$ cat config.mk
export PLATFORM = sky130hd
export DESIGN_NAME = edge_mask_unit
export DESIGN_NICKNAME = d
export VERILOG_FILES = /design/src/rtl/edge_mask_unit.sv
export SDC_FILE = /design/constraint.sdc
export NUM_CORES = 1
export LEC_CHECK = 0
export ABC_AREA = 1
export BUFFER_PORTS_ARGS = -buffer_cell sky130_fd_sc_hd__buf_2
export CORE_MARGIN = 1
export CORE_UTILIZATION = 47
export CTS_CLUSTER_DIAMETER = 60
export DETAILED_ROUTE_END_ITERATION = 8
export PLACE_DENSITY = 0.93
export SYNTH_ARGS = -nofsm -noshare
export SYNTH_HDL_FRONTEND = slang
export SYNTH_SLANG_ARGS = --single-unit
$ cat constraint.sdc
create_clock -name clk -period 1 [get_ports clk]
set_clock_uncertainty 0.1 [all_clocks]
set_input_delay 0.25 -clock clk [delete_from_list [all_inputs] [get_ports clk]]
set_output_delay 0.25 -clock clk [all_outputs]
set_load 0.03 [all_outputs]
$ cat src/rtl/edge_mask_unit.sv
`timescale 1ns/1ps
module edge_mask_unit #(
  parameter int ADDR_W = 64,
  parameter int NARROW_W = 32
) (
  input  logic              clk,
  input  logic              rst_n,
  input  logic              op_valid,
  input  logic [ADDR_W-1:0] start_addr,
  input  logic [ADDR_W-1:0] end_addr,
  input  logic [1:0]        elem_size,
  input  logic              little_end,
  input  logic              addr32,
  input  logic              cc_en,
  output logic              res_valid,
  output logic [ADDR_W-1:0] res_mask,
  output logic              ovf_narrow,
  output logic              ovf_wide
);
  localparam int BLK_LSB = 3;

  wire [2:0] s8 = start_addr[2:0];
  wire [2:0] e8 = end_addr[2:0];
  wire [1:0] s16 = start_addr[2:1];
  wire [1:0] e16 = end_addr[2:1];
  wire       s32 = start_addr[2];
  wire       e32 = end_addr[2];

  wire same_narrow = start_addr[NARROW_W-1:BLK_LSB] == end_addr[NARROW_W-1:BLK_LSB];
  wire same_wide   = start_addr[ADDR_W-1:BLK_LSB] == end_addr[ADDR_W-1:BLK_LSB];
  wire same_blk    = addr32 ? same_narrow : same_wide;

  wire [7:0] b_st = little_end ? 8'(8'hFF << s8) : 8'(8'hFF >> s8);
  wire [7:0] b_en = little_end ? 8'(8'hFF >> (3'd7 - e8)) : 8'(8'hFF << (3'd7 - e8));
  wire [3:0] h_st = little_end ? 4'(4'hF << s16) : 4'(4'hF >> s16);
  wire [3:0] h_en = little_end ? 4'(4'hF >> (2'd3 - e16)) : 4'(4'hF << (2'd3 - e16));
  wire [1:0] w_st = little_end ? 2'(2'h3 << s32) : 2'(2'h3 >> s32);
  wire [1:0] w_en = little_end ? 2'(2'h3 >> (1'b1 - e32)) : 2'(2'h3 << (1'b1 - e32));

  logic [7:0] edge_m;
  always_comb begin
    case (elem_size)
      2'b00:   edge_m = same_blk ? (b_st & b_en) : b_st;
      2'b01:   edge_m = {4'b0, same_blk ? (h_st & h_en) : h_st};
      default: edge_m = {6'b0, same_blk ? (w_st & w_en) : w_st};
    endcase
  end

  wire start_above = start_addr > end_addr;

  always_ff @(posedge clk or negedge rst_n) begin
    if (!rst_n) begin
      res_valid  <= 1'b0;
      res_mask   <= '0;
      ovf_narrow <= 1'b0;
      ovf_wide   <= 1'b0;
    end else begin
      res_valid <= op_valid;
      if (op_valid) begin
        res_mask   <= {{(ADDR_W-8){1'b0}}, edge_m};
        ovf_narrow <= cc_en & start_above & addr32;
        ovf_wide   <= cc_en & start_above & ~addr32;
      end
    end
  end
endmodule


==> impl_results.md <==
* Status: finished with violations
* Failing checks: negative setup slack
* Max Transition Viols Final at 0
* Synth cell types at 27
* Gr usage total at 0.3241
* Worst setup EP type: register
* Met2 global-route usage at 0.6319
* Flops & latches, synth at 11
* Period utilization at 1.826
* Initial Util at 0.4889
* RSZ-0062 raised after global routing: yes
* Critical Path AT at 1.86 ns
* Comb pwr share at 0.726
* Sequential-to-total area share from yosys stat at 0.08867
* Max VDD drop at 0.001155 V
* Layout fillers at 368
* Hold depth at 2
* Core area at 0.006350 mm²
* Multi-input logic area at 0.003122 mm²
* Final Cell Area at 0.005325 mm²
* Cell leakage power at 2.888 nW
* Grt peak-use layer: met2
* Inst Count DP at 761
* R2r setup slk at 0.13 ns
* Ys Warns at 0
* IO Pins at 203
* Cts bufs inserted at 3
* Setup Viol. Count Final at 21
* Fin nets at 909
* Register area at 275.3 µm²
* Setup TNS Final at -8.830 ns
* Final Util at 0.8386
* Dpl cell area at 0.004417 mm²
* Initial DRT Pass Iterations at 5
* Fmax at 547.5 MHz
* Power, Total at 3.554 mW
* Final wirelength at 12.48 mm
* Via density at 5.196
* Clock Path Buffers at 2
* Largest net degree at the start of global routing at 12
* Mapped Avg Cell Area at 6.196 µm²
* CTS tree: built
* Commonest non-fill, non-tap cell in the layout: buf_2
* Initial DRC Count at 128
* Yosys top cell area share at 0.2580
* Initial antenna violation count at 0
* Post-Syn Instances at 501
* Pint at 1.896 mW
* WL per Instance at 15.89 µm
* Leading area contributor after synthesis: ha_1
* Worst endpoint required time at 1.04 ns
* Most frequent cells in the layout: buf_2 (109), nand2_1 (89), buf_4 (58), conb_1 (56), inv_1 (50)
* Worst min-delay path startpoint: op_valid
* Clk pwr share at 0.131
* Reg2reg path depth at 3
* Total number of vias at 4079
* Area added between synthesis and finish at 71.54%
* Die area at 0.006934 mm²
* Met1 GRT Util at 0.3104
* First-pass GRT wire length at 18.51 mm
* Non-filler cells, final at 785
* Post-DP HPWL at 8.015 mm
* Overflow left after global routing at 0
* Crit path max fanout at 3
* Switching part of the total at 0.4664
* CP Class: input port to register
* Vias in the first global route at 4225
* Clk sinks at 11
* NetSw at 1.658 mW
* Flop pwr share at 0.143
* Pre-CTS setup slack at -1.000 ns
* Port Buffers at 146
* H-tree depth at 1
* Share of layout cells above drive strength 1 at 0.5056
* Antenna-violating nets left at 0
* Clk_lat worst skew at 0.24 ns
* DRC at 0
* Max Cap Viol at 0
* Min-Delay Path Class: input port to register
* Clk slew on worst S/H paths at 0.05 ns
* Worst R2R End: res_mask[6]
* Min Clock Period, post-route at 1.826 ns
* # rows at 29
* Synth area leaders: ha_1 (26%), nand2_1 (14%), buf_4 (14%)
* GP Congestion at 0.9802
* Final worst slack at -0.8264 ns
* Inserted Diodes at 0
* Startpoint types: input port
* Final hold violations at 0
* Synthesized area at 0.003104 mm²
* PD cells at 667.3 mW/mm²
* RR Startpoint: res_mask[6]
* M3 GR Usage at 0.05666
* Die height at 83.27 µm
* Hold Slack at 0.1820 ns
* Hold Path Sink: res_valid
* Clk root buf: clkbuf_8
* Die W at 83.27 µm
[power groups by stage]
| stage | sequential [mW] | clock [mW] | combinational, mW |
|---|---|---|---|
| detailed placement | 0.507 | 0 | 1.96 |
| floorplan | 0.579 | 0 | 1.31 |
| CTS | 0.508 | 0.457 | 2.30 |
| finish | 0.509 | 0.465 | 2.58 |
| global route | 0.512 | 0.481 | 2.76 |
| global placement | 0.508 | 0 | 1.86 |
[critical path, cell delays in order]
cell,delay [ns]
buf_2,0.10
ha_1,0.34
a21oi_1,0.25
o21ai_0,0.20
nor2_1,0.22
nand2_1,0.09
nand2_1,0.06
nand2_1,0.06
nand2_1,0.07
nand2_1,0.07
nand3_1,0.10
nand2_1,0.06
[final cells by class]
class	count	share of cell area
tap	77	0.01809
multi-input combinational	396	0.5862
inverter	92	0.07049
timing repair buffer	205	0.2650
clock buffer	4	0.008459
sequential	11	0.05169
[synth_stat cells]
| cell type | count |
|---|---|
| nand2_1 | 117 |
| clkbuf_1 | 2 |
| nor2_2 | 1 |
| a221oi_1 | 1 |
| dfrtp_1 | 11 |
| nand3_1 | 21 |
| nand3b_1 | 1 |
| a31oi_1 | 1 |
| o211ai_1 | 1 |
| nor3_2 | 2 |
| a21oi_1 | 35 |
| nand2_2 | 4 |
| inv_2 | 2 |
| conb_1 | 1 |
| o21a_1 | 5 |
| a21o_1 | 1 |
| nor3_1 | 10 |
| buf_6 | 1 |
| o21ai_0 | 12 |
| nand4_1 | 9 |
| buf_4 | 56 |
| nor2_1 | 47 |
| inv_1 | 90 |
| o21ai_1 | 4 |
| nor2_4 | 1 |
| ha_1 | 64 |
| nor2_8 | 1 |
[registers in the layout (all words and copies together), names as in the netlist]
signal / cells
res_mask: 8
res_valid: 1
ovf_wide: 1
ovf_narrow: 1
[repair_timing]
action | CTS | global route
hold buffers | 1 | 0
setup endpoints to repair | 21 | 21
gates cloned | 2 | 0
pin swaps | 24 | 20
setup buffers | 12 | 5
hold endpoints to repair | 11 | 0
gates resized for setup | 106 | 40
[cells by family after synthesis]
kind of cell	synth area share
buf+inv	0.2527
fa+ha+maj	0.2580
other cells	0.001208
simple gates	0.2954
compound gates	0.1040
flops	0.08867
[layer usage]
| layer | up-vias | share of wire |
|---|---|---|
| li1 | 1899 | - |
| met1 | 1829 | 0.33 |
| met2 | 274 | 0.53 |
| met3 | 77 | 0.068 |
| met4 | 0 | 0.065 |
| met5 | - | 0 |
[how the worst max path moves through the flow]
stage,start,to,slack (ns),cells after the start
6_report,start_addr[13],ovf_narrow,-0.83,12
5_1_grt,end_addr[13],ovf_narrow,-0.96,13
4_1_cts,start_addr[31],res_mask[3],-0.63,13
3_5_place_dp,end_addr[55],res_mask[3],-1.00,14
3_3_place_gp,end_addr[55],res_mask[3],-0.92,14
2_1_floorplan,end_addr[37],res_mask[0],-0.65,14
(Power assumes the default switching activity.)
